==> src/rtl/ecc_dpram_pkg.sv <==
package ecc_dpram_pkg;

    localparam int DATA_W = 8;
    localparam int CHK_W  = 4;
    localparam int CW_W   = DATA_W + CHK_W + 1;

    typedef enum logic [1:0] {
        ST_CLEAN = 2'b00,
        ST_FIXED = 2'b01,
        ST_FATAL = 2'b10
    } ecc_status_e;

    function automatic logic is_pow2(input int p);
        return (p & (p - 1)) == 0;
    endfunction

    function automatic logic [CW_W-1:0] cw_encode(input logic [DATA_W-1:0] d);
        logic [CW_W-1:0] cw;
        int              idx;
        logic            par;
        cw  = '0;
        idx = 0;
        for (int p = 1; p < CW_W; p++) begin
            if (!is_pow2(p)) begin
                cw[p] = d[idx];
                idx++;
            end
        end
        for (int j = 0; j < CHK_W; j++) begin
            par = 1'b0;
            for (int p = 1; p < CW_W; p++) begin
                if (p[j]) par ^= cw[p];
            end
            cw[1 << j] = par;
        end
        cw[0] = ^cw[CW_W-1:1];
        return cw;
    endfunction

    function automatic logic [DATA_W-1:0] cw_extract(input logic [CW_W-1:0] cw);
        logic [DATA_W-1:0] d;
        int                idx;
        d   = '0;
        idx = 0;
        for (int p = 1; p < CW_W; p++) begin
            if (!is_pow2(p)) begin
                d[idx] = cw[p];
                idx++;
            end
        end
        return d;
    endfunction

endpackage

==> src/rtl/ecc_wr_stage.sv <==
module ecc_wr_stage
    import ecc_dpram_pkg::*;
#(
    parameter int ADDR_W    = 4,
    parameter bit INJECT_EN = 1'b0
) (
    input  logic              clk,
    input  logic              rst_n,
    input  logic              we,
    input  logic [ADDR_W-1:0] addr,
    input  logic [DATA_W-1:0] wdata,
    input  logic              inject,
    output logic              st_we,
    output logic [ADDR_W-1:0] st_addr,
    output logic [CW_W-1:0]   st_cw
);

    typedef struct packed {
        logic              we;
        logic [ADDR_W-1:0] addr;
        logic [CW_W-1:0]   cw;
        logic              flip;
    } wr_t;

    wr_t st_d, st_q;

    always_comb begin
        st_d      = st_q;
        st_d.we   = we;
        st_d.addr = addr;
        st_d.cw   = cw_encode(wdata);
        st_d.flip = INJECT_EN ? (inject & we) : 1'b0;
    end

    always_ff @(posedge clk or negedge rst_n) begin
        if (!rst_n) st_q <= '0;
        else        st_q <= st_d;
    end

    assign st_we   = st_q.we;
    assign st_addr = st_q.addr;
    assign st_cw   = {st_q.cw[CW_W-1:1], st_q.cw[0] ^ st_q.flip};

    AST_INJECT_PARITY: assert property (@(posedge clk) disable iff (!rst_n)
        st_we |-> ((^st_cw) == st_q.flip)) else $error("inject parity");

endmodule

==> src/rtl/ecc_store.sv <==
module ecc_store
    import ecc_dpram_pkg::*;
#(
    parameter int ADDR_W = 4
) (
    input  logic              clk,
    input  logic              rst_n,
    input  logic              a_we,
    input  logic [ADDR_W-1:0] a_waddr,
    input  logic [CW_W-1:0]   a_wcw,
    input  logic              b_we,
    input  logic [ADDR_W-1:0] b_waddr,
    input  logic [CW_W-1:0]   b_wcw,
    input  logic              a_re,
    input  logic [ADDR_W-1:0] a_raddr,
    input  logic              b_re,
    input  logic [ADDR_W-1:0] b_raddr,
    output logic [CW_W-1:0]   a_rcw,
    output logic [CW_W-1:0]   b_rcw
);

    localparam int DEPTH = 1 << ADDR_W;

    typedef struct packed {
        logic [CW_W-1:0] a;
        logic [CW_W-1:0] b;
    } rd_t;

    logic [CW_W-1:0] mem_q [DEPTH];
    rd_t             rd_d, rd_q;

    // Port B first so that port A's assignment wins on a shared address.
    always_ff @(posedge clk) begin
        if (b_we) mem_q[b_waddr] <= b_wcw;
        if (a_we) mem_q[a_waddr] <= a_wcw;
    end

    always_comb begin
        rd_d = rd_q;
        if (a_re) rd_d.a = mem_q[a_raddr];
        if (b_re) rd_d.b = mem_q[b_raddr];
    end

    always_ff @(posedge clk or negedge rst_n) begin
        if (!rst_n) rd_q <= '0;
        else        rd_q <= rd_d;
    end

    assign a_rcw = rd_q.a;
    assign b_rcw = rd_q.b;

    AST_A_WINS: assert property (@(posedge clk) disable iff (!rst_n)
        (a_we && b_we && (a_waddr == b_waddr)) |=> (mem_q[$past(a_waddr)] == $past(a_wcw)))
        else $error("port A priority");

endmodule

==> src/rtl/ecc_dec.sv <==
module ecc_dec
    import ecc_dpram_pkg::*;
(
    input  logic              clk,
    input  logic              rst_n,
    input  logic [CW_W-1:0]   cw,
    output logic [DATA_W-1:0] data,
    output logic [1:0]        status
);

    typedef struct packed {
        logic [DATA_W-1:0] data;
        logic [1:0]        status;
    } dec_t;

    dec_t dec_d, dec_q;

    always_comb begin
        logic [CHK_W-1:0] syn;
        logic             par;
        logic [CW_W-1:0]  fixed;
        ecc_status_e      st;
        syn   = '0;
        for (int p = 1; p < CW_W; p++) begin
            if (cw[p]) syn ^= CHK_W'(p);
        end
        par   = ^cw;
        fixed = cw;
        st    = ST_CLEAN;
        if (par) begin
            if (syn == '0) begin
                fixed[0] = ~cw[0];
                st       = ST_FIXED;
            end else if (syn <= CHK_W'(CW_W - 1)) begin
                fixed[syn] = ~cw[syn];
                st         = ST_FIXED;
            end else begin
                st = ST_FATAL;
            end
        end else if (syn != '0) begin
            st = ST_FATAL;
        end
        dec_d        = dec_q;
        dec_d.data   = cw_extract(fixed);
        dec_d.status = st;
    end

    always_ff @(posedge clk or negedge rst_n) begin
        if (!rst_n) dec_q <= '0;
        else        dec_q <= dec_d;
    end

    assign data   = dec_q.data;
    assign status = dec_q.status;

    AST_STATUS_LEGAL: assert property (@(posedge clk) disable iff (!rst_n)
        status != 2'b11) else $error("illegal status");
    AST_CLEAN_INPUT: assert property (@(posedge clk) disable iff (!rst_n)
        (cw == cw_encode(cw_extract(cw))) |=> (status == ST_CLEAN)) else $error("clean word flagged");

endmodule

==> src/rtl/ecc_dpram.sv <==
module ecc_dpram
    import ecc_dpram_pkg::*;
#(
    parameter int ADDR_W = 4
) (
    input  logic              clk,
    input  logic              rst_n,
    input  logic [ADDR_W-1:0] a_addr,
    input  logic [DATA_W-1:0] a_wdata,
    input  logic              a_we,
    input  logic              a_re,
    input  logic              a_inject,
    output logic [DATA_W-1:0] a_rdata,
    output logic [1:0]        a_status,
    input  logic [ADDR_W-1:0] b_addr,
    input  logic [DATA_W-1:0] b_wdata,
    input  logic              b_we,
    input  logic              b_re,
    output logic [DATA_W-1:0] b_rdata,
    output logic [1:0]        b_status
);

    logic              a_st_we, b_st_we;
    logic [ADDR_W-1:0] a_st_addr, b_st_addr;
    logic [CW_W-1:0]   a_st_cw, b_st_cw;
    logic [CW_W-1:0]   a_rcw, b_rcw;

    ecc_wr_stage #(.ADDR_W(ADDR_W), .INJECT_EN(1'b1)) u_wr_a (
        .clk(clk), .rst_n(rst_n), .we(a_we), .addr(a_addr), .wdata(a_wdata),
        .inject(a_inject), .st_we(a_st_we), .st_addr(a_st_addr), .st_cw(a_st_cw)
    );

    ecc_wr_stage #(.ADDR_W(ADDR_W), .INJECT_EN(1'b0)) u_wr_b (
        .clk(clk), .rst_n(rst_n), .we(b_we), .addr(b_addr), .wdata(b_wdata),
        .inject(1'b0), .st_we(b_st_we), .st_addr(b_st_addr), .st_cw(b_st_cw)
    );

    ecc_store #(.ADDR_W(ADDR_W)) u_store (
        .clk(clk), .rst_n(rst_n),
        .a_we(a_st_we), .a_waddr(a_st_addr), .a_wcw(a_st_cw),
        .b_we(b_st_we), .b_waddr(b_st_addr), .b_wcw(b_st_cw),
        .a_re(a_re), .a_raddr(a_addr), .b_re(b_re), .b_raddr(b_addr),
        .a_rcw(a_rcw), .b_rcw(b_rcw)
    );

    ecc_dec u_dec_a (.clk(clk), .rst_n(rst_n), .cw(a_rcw), .data(a_rdata), .status(a_status));
    ecc_dec u_dec_b (.clk(clk), .rst_n(rst_n), .cw(b_rcw), .data(b_rdata), .status(b_status));

    AST_HOLD_A: assert property (@(posedge clk) disable iff (!rst_n)
        (!$past(a_re) && !$past(a_re, 2)) |-> ($stable(a_rdata) && $stable(a_status)))
        else $error("port A hold");
    AST_HOLD_B: assert property (@(posedge clk) disable iff (!rst_n)
        (!$past(b_re) && !$past(b_re, 2)) |-> ($stable(b_rdata) && $stable(b_status)))
        else $error("port B hold");

endmodule

==> config.mk <==
export PLATFORM = sky130hd
export DESIGN_NAME = ecc_dpram
export DESIGN_NICKNAME = d
export VERILOG_FILES = /design/src/rtl/ecc_dpram_pkg.sv /design/src/rtl/ecc_wr_stage.sv /design/src/rtl/ecc_store.sv /design/src/rtl/ecc_dec.sv /design/src/rtl/ecc_dpram.sv
export SDC_FILE = /design/constraint.sdc
export NUM_CORES = 1
export LEC_CHECK = 0
export ABC_AREA = 1
export BUFFER_PORTS_ARGS = -buffer_cell sky130_fd_sc_hd__buf_2
export CORE_AREA = 4 4 158 220
export CTS_CLUSTER_SIZE = 16
export DETAILED_ROUTE_END_ITERATION = 8
export DIE_AREA = 0 0 162 224
export HOLD_SLACK_MARGIN = 0.15
export PLACE_DENSITY = 0.66
export REMOVE_ABC_BUFFERS = 1
export SLEW_MARGIN = 20
export SYNTH_ARGS = -nofsm -noshare
export SYNTH_HDL_FRONTEND = slang
export SYNTH_SLANG_ARGS = --single-unit
==> constraint.sdc <==
create_clock -name clk -period 3.7 [get_ports clk]
set_clock_uncertainty 0.2 [all_clocks]
set_input_delay 0.555 -clock clk [delete_from_list [all_inputs] [get_ports clk]]
set_output_delay 0.555 -clock clk [all_outputs]
set_load 0.02 [all_outputs]
==> metrics.txt <==
area leader, netlist edfxtp_1; Final Power 9.76 mW; Initial Utilization 49.7%; Post-synth top cells o21ai_0 (423), nand2_1 (314), nor2_1 (312); syn_area_per_cell about 8.4 µm²; Synth Area in Compound Gates a little over a fifth; GRT met2 Usage between 40 and 50%; Comb power frac between 20% and 30%; Layout Cells excl Fill ~2,400; final number of max-transition violations 0; # rows 78; peak supply drop slightly below 400 µV; worst path required time between 3 and 4 ns; share of synthesized registers carrying an async set or reset around 29%; hold_sp b_addr[2]; Synth Flop Type edfxtp_1; global placer's final weighted congestion ~0.88; CTS Buffer Depth 3; Leak 6.54 nW; fin area roughly 18,000 µm²; Rel. slew slack between 15 and 20%; Hold EP u_wr_b.st_addr[2]; CP cell instances xor2_1 > nand2_1 > nand2_1 > nand2_1 > nand2_1 > inv_1 > nor2_4 > a21oi_1 > o21ai_1 > nand3_2 > nor2_1 > nor2_1; synth warn 0; hold crit path type input pin to register; Worst Path Max Fanout 8; initial antenna violation count 0; met1 Use GR 35.4%; final hold viol count 0; DP Wirelength between 30 and 40 mm; critical path depth in cells 12; Yosys reg bits ~290; Die Area roughly 36,000 µm²; NetSw about 3.1 mW; Clock power frac between 30% and 40%; diodes inserted 0; share of cells above drive strength 1 under 10%; clk_lat worst skew between 0.5 and 0.6 ns; Worst R2R Setup Slack ~1.2 ns; core area between 30,000 and 40,000 µm²; worst r2r src u_store.b_rcw[7]; Placed Cells approximately 2,300; synthesized cell area 16,200 µm²; WS Path Type register to register; CP endpoint kind register; Clock Pin Slew Worst Setup and Hold Paths 0.07 ns; Worst Path Buf+Inv 1; sequential-to-total area share from yosys stat between 50% and 60%; final setup fails 0; period utilisation layout 66.8%; crit-path most repeated cell nand2_1; number of global-route vias before repair about 14,000; share of power burned in registers 42.1%; Die Ht between 200 and 250 µm; Final TNS setup 0 ns; largest net degree at the start of global routing approximately 70; most crowded layer after global routing met2; Synth area leaders edfxtp_1 (39%), o21ai_0 (13%), dfrtp_1 (13%), nand2_1 (7.3%), nor2_1 (7.2%); Post-Synth Simple-Gate Area a little under a fifth; CTS HTree Levels 1; DP Area 16,800 µm²; IO Pins 51; GR Util All Layers 29.7%; top-area cell type share of the netlist area 38.6%; GR Util met3 under 10%; CP peak stage delay 0.62 ns; largest family of logic cells by synthesized area compound AO/OA/AOI/OAI gates; CTS Hold Bufs 22; Layout area overhead 12.3%; WL final 54.6 mm; root buf cell clkbuf_16; post-CTS resize count 0; # Max-Cap Violations 0; DRC violations left 0; Arr. time, crit path around 2.8 ns; RSZ-0062 raised after global routing false; IO buf count 50; worst-case reg-to-reg path depth 12; 1st-pass router iterations 6; count of cell types in the netlist 38; Post-synth EDFFs roughly 210; delay-heaviest family, CP simple AND/OR/NAND/NOR gates; WHS Path Cells 2; xor-xnor portion of the synthesized cell area under 10%; P per Cell Area around 540 nW/µm²; worst-margin pin slew around 1.2 ns; Post-CTS Repair Setup Buffers 0; cell with the most instances after synthesis o21ai_0; Synth Instances 1,927; clock buffer count from CTS 30; sw frac about a third; first-pass GRT wire length 82.8 mm; Final min period between 2 and 2.5 ns; mux share of post-synthesis cell area 0%; reg2reg end u_dec_b.data[5]; FMAX 0.404 GHz; die width 162 µm; detailed-route via count between 10,000 and 15,000; CTS tree built; Final ANT Viol Nets 0; vias per inst between 6 and 7; Slowest cell on crit path dfrtp_1; DRT iter0 DRCs approximately 1,700; Synth Area in Adders 0%; CP Launch Type register; run status complete, no violations; Power Internal approximately 6.6 mW; CTS sink count around 290; Final #Nets 1,949; grt ovf 0; WL/cell between 20 and 25 µm
## routing by layer
layer | share of wire [%] | up-vias
met2 | 48 | 933
met1 | 35 | 6944
met4 | 7.5 | 0
li1 | - | 6692
met5 | 0 | -
met3 | 9.7 | 250
## flip-flops by register name (all words and copies together) (netlist names)
signal,cells
u_dec_b.status,2
u_dec_a.data,8
u_dec_b.data,8
u_store.a_rcw,13
u_wr_a.st_cw,12
u_wr_a.st_q,2
u_store.mem_q,208
u_wr_b.st_cw,12
u_wr_a.st_we,1
u_wr_b.st_addr,4
u_dec_a.status,2
u_store.b_rcw,13
u_wr_b.st_q,1
u_wr_a.st_addr,4
u_wr_b.st_we,1
## worst max-delay path by stage
stage | slack [ns] | to | startpoint
after floorplan | 0.92 | u_store.b_rcw[0] | b_addr[0]
after global placement | 1.08 | u_store.a_rcw[1] | a_addr[2]
after detailed placement | 1.15 | u_store.a_rcw[12] | a_addr[0]
after CTS | 1.25 | u_dec_b.data[6] | u_store.b_rcw[7]
after global routing | 0.98 | u_dec_a.data[0] | u_store.a_rcw[7]
final | 1.23 | u_dec_b.data[5] | u_store.b_rcw[7]
## cell type report
cell class	instances	area, µm²
flip-flops and latches	291	8320
multi-input cells	1390	6950
clock buffers	40	913
repair buffers	120	901
well taps	440	551
clock inverters	16	233
inverters	85	319
fillers	2921	14400
## per-stage QoR
stage	hold WS, ns	worst slack, ns	util (%)
global placement	0.369	1.08	51.6
detailed placement	0.371	1.15	51.6
finish	0.247	1.23	55.8
floorplan	0.0594	0.919	-
global route	0.240	0.976	55.8
CTS	0.225	1.25	55.8
## cells by family after synthesis
family	after synthesis
xor gates and xnor gates	61
DFF	291
buffers and inverters	246
AOI/OAI and AO/OA	607
and+or+nand+nor	722
## cell usage in the layout (no fill, tap or decap), types with 2 or more instances in the layout
master / count
clkinv_1: 4
nor2_4: 2
or2_1: 2
xor2_1: 16
nand2_2: 3
a32o_1: 3
o21ai_0: 422
clkbuf_16: 34
nand2_4: 2
xor2_4: 2
dfrtp_1: 83
nor2_2: 3
o221ai_1: 66
clkbuf_1: 2
nand2_1: 314
clkbuf_8: 4
nand4_1: 9
buf_2: 47
xnor2_1: 36
o21ai_1: 2
inv_1: 75
clkinvlp_4: 6
nand3_2: 4
bufinv_16: 5
inv_2: 6
buf_12: 5
nor2_1: 312
o22ai_1: 44
edfxtp_1: 208
xnor2_2: 2
a21oi_1: 39
a31oi_1: 30
xor2_2: 4
buf_4: 46
nand3_1: 63
nand3b_1: 5
dlygate4sd3_1: 22
inv_6: 2
## power by group through the flow
stage	Clock, mW	Sequential, mW	Combinational, mW
floorplan	0	4.15	1.42
global placement	0	4.16	2.09
detailed placement	0	4.17	2.15
CTS	3.48	4.10	2.17
global route	3.62	4.13	2.43
finish	3.47	4.11	2.18
Power figures use the tool's default switching activity.
